### config.mk
export PLATFORM = sky130hd
export DESIGN_NAME = quat_chan_if
export DESIGN_NICKNAME = d
export VERILOG_FILES = /design/src/rtl/qsi_pkg.sv /design/src/rtl/qsi_rst_sync.sv /design/src/rtl/qsi_clkgen.sv /design/src/rtl/qsi_slave_sync.sv /design/src/rtl/qsi_rx_drive.sv /design/src/rtl/qsi_tx_capture.sv /design/src/rtl/quat_chan_if.sv
export SDC_FILE = /design/constraint.sdc
export NUM_CORES = 1
export LEC_CHECK = 0
export BUFFER_PORTS_ARGS = -buffer_cell sky130_fd_sc_hd__buf_2
export CORE_MARGIN = 2
export CORE_UTILIZATION = 28
export CTS_BUF_LIST = sky130_fd_sc_hd__clkbuf_4 sky130_fd_sc_hd__clkbuf_8 sky130_fd_sc_hd__clkbuf_16
export DETAILED_ROUTE_END_ITERATION = 10
export SLEW_MARGIN = 5
export SYNTH_ARGS = -nofsm -noshare
export SYNTH_HDL_FRONTEND = slang
export SYNTH_HIERARCHICAL = 1
export SYNTH_SLANG_ARGS = --single-unit
### constraint.sdc
create_clock -name clk -period 2.44 [get_ports clk]
set_clock_uncertainty 0.15 [all_clocks]
set_input_delay 0.488 -clock clk [delete_from_list [all_inputs] [get_ports clk]]
set_output_delay 0.488 -clock clk [all_outputs]
set_load 0.02 [all_outputs]
### src/rtl/qsi_pkg.sv
package qsi_pkg;
  typedef enum logic [1:0] {
    QM_PAR_MST = 2'b00,
    QM_PAR_SLV = 2'b01,
    QM_SER_MAG = 2'b10,
    QM_SER_SGN = 2'b11
  } qmode_e;

  function automatic logic is_ser(qmode_e m);
    return (m == QM_SER_MAG) || (m == QM_SER_SGN);
  endfunction

  // maps {sign,mag} to {first,second} on the wire; the map is its own inverse
  function automatic logic [1:0] wire_order(logic [1:0] v, qmode_e m);
    return (m == QM_SER_SGN) ? v : {v[0], v[1]};
  endfunction
endpackage

### src/rtl/qsi_rst_sync.sv
module qsi_rst_sync (
  input  logic clk,
  input  logic rst_n_i,
  output logic rst_n_o
);
  logic [1:0] stage_q;

  always_ff @(posedge clk or negedge rst_n_i) begin
    if (!rst_n_i) stage_q <= 2'b00;
    else          stage_q <= {stage_q[0], 1'b1};
  end

  assign rst_n_o = stage_q[1];
endmodule

### src/rtl/qsi_clkgen.sv
module qsi_clkgen
  import qsi_pkg::*;
#(
  parameter int DIV_W = 8
) (
  input  logic             clk,
  input  logic             rst_n,
  input  logic [DIV_W-1:0] cfg_div,
  input  qmode_e           cfg_mode,
  output logic [3:0]       enter,
  output qmode_e           mode_eff,
  output qmode_e           mode_q,
  output logic             bclk,
  output logic             qclk
);
  logic [DIV_W-1:0] rate_q, rate_d, cnt_q, cnt_d;
  logic [1:0]       qtr_q, qtr_d, qtr_n;
  logic             bclk_q, bclk_d, qclk_q, qclk_d;
  qmode_e           mode_r, mode_d;
  logic             idle, wrap, latch;

  assign idle  = (rate_q == '0);
  assign wrap  = !idle && (cnt_q == rate_q - DIV_W'(1));
  assign qtr_n = qtr_q + 2'd1;

  for (genvar i = 0; i < 4; i++) begin : g_enter
    assign enter[i] = wrap && (qtr_n == 2'(i));
  end

  assign latch    = idle || enter[0];
  assign mode_eff = latch ? cfg_mode : mode_r;

  always_comb begin
    rate_d = latch ? cfg_div : rate_q;
    mode_d = latch ? cfg_mode : mode_r;
    if (idle) begin
      cnt_d  = '0;
      qtr_d  = 2'd3;
      bclk_d = 1'b0;
      qclk_d = 1'b0;
    end else if (wrap) begin
      cnt_d  = '0;
      qtr_d  = qtr_n;
      bclk_d = ~qtr_n[0];
      qclk_d = ~qtr_n[1];
    end else begin
      cnt_d  = cnt_q + DIV_W'(1);
      qtr_d  = qtr_q;
      bclk_d = bclk_q;
      qclk_d = qclk_q;
    end
  end

  always_ff @(posedge clk or negedge rst_n) begin
    if (!rst_n) begin
      rate_q <= '0;
      mode_r <= QM_PAR_MST;
      cnt_q  <= '0;
      qtr_q  <= 2'd3;
      bclk_q <= 1'b0;
      qclk_q <= 1'b0;
    end else begin
      rate_q <= rate_d;
      mode_r <= mode_d;
      cnt_q  <= cnt_d;
      qtr_q  <= qtr_d;
      bclk_q <= bclk_d;
      qclk_q <= qclk_d;
    end
  end

  assign mode_q = mode_r;
  assign bclk   = bclk_q;
  assign qclk   = qclk_q;

  // symbol clock rises only together with a bit clock rise
  assert_sym_on_bit_R2: assert property (@(posedge clk) disable iff (!rst_n)
    $rose(qclk_q) |-> $rose(bclk_q));
  // bit clock moves only when the divider count restarts
  assert_bclk_on_wrap_R2: assert property (@(posedge clk) disable iff (!rst_n)
    (!$stable(bclk_q) && !idle && !$past(idle)) |-> (cnt_q == '0));
  // mode register moves only at a symbol boundary or while idle
  assert_mode_at_boundary_R8: assert property (@(posedge clk) disable iff (!rst_n)
    !$stable(mode_r) |-> ($rose(qclk_q) || $past(idle)));
endmodule

### src/rtl/qsi_slave_sync.sv
module qsi_slave_sync (
  input  logic       clk,
  input  logic       rst_n,
  input  logic       qclk_i,
  input  logic [1:0] tq_i,
  input  logic       cap_rise,
  output logic       ext_rise,
  output logic       ext_evt,
  output logic [1:0] tq_s
);
  logic [2:0] sq_q;
  logic [1:0] td1_q, td2_q;
  logic       fall;

  always_ff @(posedge clk or negedge rst_n) begin
    if (!rst_n) begin
      sq_q  <= '0;
      td1_q <= '0;
      td2_q <= '0;
    end else begin
      sq_q  <= {sq_q[1:0], qclk_i};
      td1_q <= tq_i;
      td2_q <= td1_q;
    end
  end

  assign ext_rise = sq_q[1] & ~sq_q[2];
  assign fall     = ~sq_q[1] & sq_q[2];
  assign ext_evt  = cap_rise ? ext_rise : fall;
  assign tq_s     = td2_q;
endmodule

### src/rtl/qsi_rx_drive.sv
module qsi_rx_drive
  import qsi_pkg::*;
(
  input  logic       clk,
  input  logic       rst_n,
  input  logic [1:0] rx_sym,
  input  logic       rx_sym_vld,
  input  logic       enter0,
  input  logic       enter2,
  input  logic       ext_rise,
  input  qmode_e     mode_eff,
  input  qmode_e     mode_q,
  input  logic       bclk,
  output logic [1:0] pin_rq
);
  logic [1:0] hold_q, hold_d, par_q, par_d;
  logic       ser_q, ser_d, sec_q, sec_d;
  logic       par_ld;

  assign par_ld = (enter0 && (mode_eff == QM_PAR_MST)) ||
                  (ext_rise && (mode_q == QM_PAR_SLV));

  always_comb begin
    hold_d = rx_sym_vld ? rx_sym : hold_q;
    par_d  = par_ld ? hold_q : par_q;
    ser_d  = ser_q;
    sec_d  = sec_q;
    if (enter0 && is_ser(mode_eff)) begin
      {ser_d, sec_d} = wire_order(hold_q, mode_eff);
    end else if (enter2 && is_ser(mode_q)) begin
      ser_d = sec_q;
    end
  end

  always_ff @(posedge clk or negedge rst_n) begin
    if (!rst_n) begin
      hold_q <= '0;
      par_q  <= '0;
      ser_q  <= 1'b0;
      sec_q  <= 1'b0;
    end else begin
      hold_q <= hold_d;
      par_q  <= par_d;
      ser_q  <= ser_d;
      sec_q  <= sec_d;
    end
  end

  assign pin_rq[1] = is_ser(mode_q) ? ser_q : par_q[1];
  assign pin_rq[0] = is_ser(mode_q) ? bclk  : par_q[0];

  // parallel outputs move only on a symbol clock rise (internal or external)
  assert_par_on_qrise_R3: assert property (@(posedge clk) disable iff (!rst_n)
    !$stable(par_q) |-> $past(enter0 || ext_rise));
  // serial data moves only on a bit clock rise
  assert_ser_on_brise_R5: assert property (@(posedge clk) disable iff (!rst_n)
    !$stable(ser_q) |-> $past(enter0 || enter2));
endmodule

### src/rtl/qsi_tx_capture.sv
module qsi_tx_capture
  import qsi_pkg::*;
(
  input  logic       clk,
  input  logic       rst_n,
  input  logic       enter1,
  input  logic       enter2,
  input  logic       enter3,
  input  logic       ext_evt,
  input  qmode_e     mode_q,
  input  logic [1:0] pin_tq,
  input  logic [1:0] slv_tq,
  output logic [1:0] tx_sym,
  output logic       tx_sym_vld
);
  logic [1:0] sym_q, sym_d;
  logic       vld_q, vld_d, first_q, first_d;

  always_comb begin
    sym_d   = sym_q;
    vld_d   = 1'b0;
    first_d = first_q;
    if (enter2 && (mode_q == QM_PAR_MST)) begin
      sym_d = pin_tq;
      vld_d = 1'b1;
    end
    if (ext_evt && (mode_q == QM_PAR_SLV)) begin
      sym_d = slv_tq;
      vld_d = 1'b1;
    end
    if (is_ser(mode_q)) begin
      if (enter1) first_d = pin_tq[1];
      if (enter3) begin
        sym_d = wire_order({first_q, pin_tq[1]}, mode_q);
        vld_d = 1'b1;
      end
    end
  end

  always_ff @(posedge clk or negedge rst_n) begin
    if (!rst_n) begin
      sym_q   <= '0;
      vld_q   <= 1'b0;
      first_q <= 1'b0;
    end else begin
      sym_q   <= sym_d;
      vld_q   <= vld_d;
      first_q <= first_d;
    end
  end

  assign tx_sym     = sym_q;
  assign tx_sym_vld = vld_q;

  assert_par_fall_R4: assert property (@(posedge clk) disable iff (!rst_n)
    (enter2 && (mode_q == QM_PAR_MST)) |=> tx_sym_vld);
  assert_ser_frame_R6: assert property (@(posedge clk) disable iff (!rst_n)
    (enter3 && is_ser(mode_q)) |=> tx_sym_vld);
  assert_slave_edge_R9: assert property (@(posedge clk) disable iff (!rst_n)
    (ext_evt && (mode_q == QM_PAR_SLV)) |=> tx_sym_vld);
  assert_vld_single_R11: assert property (@(posedge clk) disable iff (!rst_n)
    tx_sym_vld |=> !tx_sym_vld);
endmodule

### src/rtl/quat_chan_if.sv
module quat_chan_if
  import qsi_pkg::*;
#(
  parameter int DIV_W = 8
) (
  input  logic             clk,
  input  logic             rst_n,
  input  logic [DIV_W-1:0] cfg_div,
  input  logic [1:0]       cfg_mode,
  input  logic             cfg_cap_rise,
  input  logic [1:0]       rx_sym,
  input  logic             rx_sym_vld,
  output logic [1:0]       tx_sym,
  output logic             tx_sym_vld,
  output logic [1:0]       pin_rq,
  input  logic [1:0]       pin_tq,
  output logic             pin_qclk_o,
  input  logic             pin_qclk_i
);
  logic       rst_s_n;
  logic [3:0] enter;
  qmode_e     mode_eff, mode_q;
  logic       bclk, qclk, ext_rise, ext_evt;
  logic [1:0] slv_tq;

  qsi_rst_sync u_rst (
    .clk     (clk),
    .rst_n_i (rst_n),
    .rst_n_o (rst_s_n)
  );

  qsi_clkgen #(.DIV_W(DIV_W)) u_clk (
    .clk      (clk),
    .rst_n    (rst_s_n),
    .cfg_div  (cfg_div),
    .cfg_mode (qmode_e'(cfg_mode)),
    .enter    (enter),
    .mode_eff (mode_eff),
    .mode_q   (mode_q),
    .bclk     (bclk),
    .qclk     (qclk)
  );

  qsi_slave_sync u_slv (
    .clk      (clk),
    .rst_n    (rst_s_n),
    .qclk_i   (pin_qclk_i),
    .tq_i     (pin_tq),
    .cap_rise (cfg_cap_rise),
    .ext_rise (ext_rise),
    .ext_evt  (ext_evt),
    .tq_s     (slv_tq)
  );

  qsi_rx_drive u_rx (
    .clk        (clk),
    .rst_n      (rst_s_n),
    .rx_sym     (rx_sym),
    .rx_sym_vld (rx_sym_vld),
    .enter0     (enter[0]),
    .enter2     (enter[2]),
    .ext_rise   (ext_rise),
    .mode_eff   (mode_eff),
    .mode_q     (mode_q),
    .bclk       (bclk),
    .pin_rq     (pin_rq)
  );

  qsi_tx_capture u_tx (
    .clk        (clk),
    .rst_n      (rst_s_n),
    .enter1     (enter[1]),
    .enter2     (enter[2]),
    .enter3     (enter[3]),
    .ext_evt    (ext_evt),
    .mode_q     (mode_q),
    .pin_tq     (pin_tq),
    .slv_tq     (slv_tq),
    .tx_sym     (tx_sym),
    .tx_sym_vld (tx_sym_vld)
  );

  assign pin_qclk_o = qclk & (mode_q != QM_PAR_SLV);

  // the symbol clock pin is quiet whenever the port follows an external clock
  assert_slave_no_qclk_R9: assert property (@(posedge clk) disable iff (!rst_s_n)
    (mode_q == QM_PAR_SLV) |-> !pin_qclk_o);
endmodule

==> out/results.tsv <==
stage	metric	value	unit
outcome	status	finished with violations	
outcome	failing checks	setup timing	
placed_design	Area after DPL	0.00275	mm²
sta	Worst Tran Pin Value	0.527	ns
synth	cell taking the most area after synthesis	dfrtp_1	
critical_path	Critical Path, Cell by Cell	inv_2, ha_4, nand2b_4, or4_4, o21ai_2, mux2_4, a31oi_4, mux2_4, nor2_1, a32o_2, mux2_4	
critical_path	slowest CP cell	or4_4	
floorplan	DIE HEIGHT	92.4	µm
final_layout	final std cells w/o fill	371	
global_route	number of global-route vias before repair	1721	
critical_path	Worst Setup Path Type	reg -> reg	
routing	vias per inst	4.53	
placed_design	post-DP HPWL	3.61	mm
global_route	antenna violations before repair	0	
routing	WL/cell	13.0	µm
floorplan	Rows	32	
synth	post-synth top area share	44.6	%
critical_path	reg2reg setup slack	-0.35	ns
routing	drt initial violations	63	
critical_path	CP arrival	2.81	ns
routing	remaining antenna violation count	0	
routing	drc violations	0	
clock_tree	Num CTS Buffers	5	
placed_design	GPL Wtd Cong	0.781	
sta	Fin. Hold Viols	0	
synth	syn_area_per_cell	11.0	µm²
routing	WL final	4.84	mm
routing	TritonRoute pass-1 iters	4	
min_path	Hold Path Class	reg -> async	
final_layout	area delta synth->final	35.9	%
routing	Via Count	1679	
floorplan	floorplan die width	92.4	µm
final_layout	diode count	0	
clock_tree	CTS tree	done	
sta	fin crit period	2.79	ns
global_route	Total GRT Usage	11.9	%
synth	Synth Flop Type	dfrtp_1	
sta	post-route setup slack	-0.347	ns
sta	Setup violations, final	8	
floorplan	# IOs	25	
final_layout	Final Cell Area	0.00298	mm²
power_and_ir_drop	VDD IR max	0.249	mV
critical_path	Worst EP required	2.47	ns
synth	Seq/Total Area, Yosys	47.0	%
floorplan	CORE AREA	0.00765	mm²
synth	synth unique cells	52	
power_and_ir_drop	pwr dens	812	mW/mm²
sta	Rel. slew slack	64.9	%
sta	unrepaired setup endpoints after global routing	yes	
synth	#FFs+latches synth	41	
clock_tree	Clock Sink Count	41	
synth	Mapped Nets	225	
synth	Synth Instances	199	
critical_path	Crit path top cell by count	mux2_4	
clock_tree	CTS Buffer Depth	2	
critical_path	critical path peak fanout	4	
final_layout	nets	294	
global_route	Congestion Overflow GR	0	
synth	Mapped Area	0.00219	mm²
final_layout	share of layout cells above drive strength 1	45.7	%
synth	synth top area cells	dfrtp_1 45%, mux2_2 4.1%, ha_1 4.0%, xnor2_1 3.6%, mux2_4 3.4%	
critical_path	CP startpoint kind	flop	
clock_tree	Clock Latency Late Sink	0.29	ns
power_and_ir_drop	Pwr Total	2.42	mW
sta	highest clock rate	0.359	GHz
synth	post-synthesis async set-or-reset flop share	100	%
synth	EDFF count, synth	0	
global_route	largest net degree at the start of global routing	40	
placed_design	input/output buffers	24	
global_route	first-pass GRT wire length	8.14	mm
flow_run	Max Cap Violations	0	
floorplan	die area	0.00854	mm²
sta	Max Slew Vio Count	0	
power_and_ir_drop	leakage	1.39	nW
clock_tree	Root Driver	clkbuf_8	
clock_tree	clock slew at reported path FFs	0.08	ns
floorplan	Initial Util	28.6	%
synth	warnings from Yosys	6	
placed_design	Placed Cells	357	
clock_tree	H-tree depth	2	
critical_path	Worst path max stage delay	0.53	ns
placed_design	Place WS	-0.350	ns
critical_path	Critical Path Sink Type	flop	
sta	fin crit share	114	%
sta	WHS	0.148	ns
-- stage by stage --
step | TNS, ns | utilization, %
2_1_floorplan | -1.10 | -
3_3_place_gp | -1.45 | 35.9
3_5_place_dp | -1.64 | 35.9
4_1_cts | -1.57 | 38.5
5_1_grt | -2.96 | 38.9
6_report | -1.80 | 38.9
-- final timing paths --
path	startpoint	endpoint	depth (start not counted)
max	u_clk/rate_q[1]	u_rx/par_q[1]	11
min reg2reg	u_rst/stage_q[1]	u_clk/cnt_q[7]	1
max in group asynchronous	u_rst/stage_q[1]	u_clk/qtr_q[1]	1
min in group clk	pin_qclk_i	u_slv/sq_q[0]	1
max reg2reg	u_clk/rate_q[1]	u_rx/par_q[1]	11
min	u_rst/stage_q[1]	u_clk/cnt_q[7]	1
-- cells in the mapped netlist (2+ instances only) --
cell / count
nand2b_1: 2
nor2b_1: 5
dfrtp_1: 39
a21o_1: 2
mux2_2: 8
or2_2: 2
nor2_1: 15
a32oi_1: 2
xor2_1: 4
mux2_4: 5
o21ai_0: 5
nand3_1: 7
a22o_1: 2
o2bb2ai_1: 4
and2_1: 6
o22ai_1: 2
dfstp_2: 2
nor3_1: 6
and3_1: 4
ha_1: 7
nor2b_4: 2
nand2_1: 5
mux2i_1: 4
inv_1: 15
a31oi_1: 3
xnor2_1: 9
nor4_1: 2
a21oi_1: 6
-- cells by family (layout without fill, tap and decap cells) --
| family | after synthesis | count (layout) | share of synthesized area, % |
|---|---|---|---|
| AO/OA/AOI/OAI | 36 | 36 | 12.2 |
| XOR/XNOR | 13 | 13 | 5.20 |
| adder cells (fa/ha/maj) | 7 | 7 | 4.00 |
| buffers and inverters | 17 | 87 | 3.26 |
| flip-flops | 41 | 41 | 47.0 |
| multiplexers | 17 | 17 | 9.37 |
| other | 1 | 1 | 0.171 |
| AND/OR/NAND/NOR | 67 | 67 | 18.8 |
-- timing repair --
item | 4_1_cts | 5_1_grt
resized for setup | 10 | 8
setup buffers | 5 | 1
endpoints found under the setup margin | 8 | 19
endpoints found under the hold margin | 2 | 0
pin swaps | 4 | 3
hold buffers | 1 | 0
-- report_power, final --
group	internal (mW)	leakage [nW]	switching, mW
Combinational	0.496	0.845	0.430
Clock	0.315	0.0586	0.225
Sequential	0.821	0.483	0.131
Total	1.63	1.39	0.786
-- registers in the layout (all words and copies together), names as in the netlist, 2 cells and up --
| name | count |
|---|---|
| u_clk/cnt_q | 8 |
| u_clk/rate_q | 8 |
| u_slv/sq_q | 3 |
| u_clk/mode_q | 2 |
| u_clk/qtr_q | 2 |
| u_rst/stage_q | 2 |
| u_rx/hold_q | 2 |
| u_rx/par_q | 2 |
| u_slv/td1_q | 2 |
| u_slv/tq_s | 2 |
| u_tx/tx_sym | 2 |
-- per-layer routing --
metal	global-route usage, %	part of all wire, %	up-vias
li1	-	-	841
met1	15.7	48	806
met2	19.9	47	28
met3	2.77	4.1	4
met4	2.99	0.83	0
met5	0	0	-
-- final cells by class --
cell class | instances | area (µm²)
clock buffers | 6 | 76.3
clock inverters | 2 | 35.0
fillers | 757 | 4670
inverters | 15 | 56.3
multi-input cells | 141 | 1220
flip-flops and latches | 41 | 1030
well taps | 102 | 128
repair buffers | 64 | 430
-- cell usage in the layout (no fill, tap or decap), drive strengths merged, types with 5 or more instances in the layout --
| master | n |
|---|---|
| buf | 63 |
| dfrtp | 39 |
| nor2 | 15 |
| inv | 15 |
| mux2 | 13 |
| xnor2 | 9 |
| nor2b | 8 |
| nand3 | 7 |
| nor3 | 7 |
| ha | 7 |
| clkbuf | 6 |
| a21oi | 6 |
| and2 | 6 |
| o21ai | 6 |
| and3 | 5 |
| nand2 | 5 |
-- critical path: cells and delay by family (launching register included) --
family                   cells  cell delay [ns]
AND/OR/NAND/NOR              3             0.68
AO/OA/AOI/OAI                3             0.36
adder cells (fa/ha/maj)      1             0.15
multiplexers                 3             0.81
buffers and inverters        1             0.10
flip-flops                   1             0.42
Power figures use the tool's default switching activity.
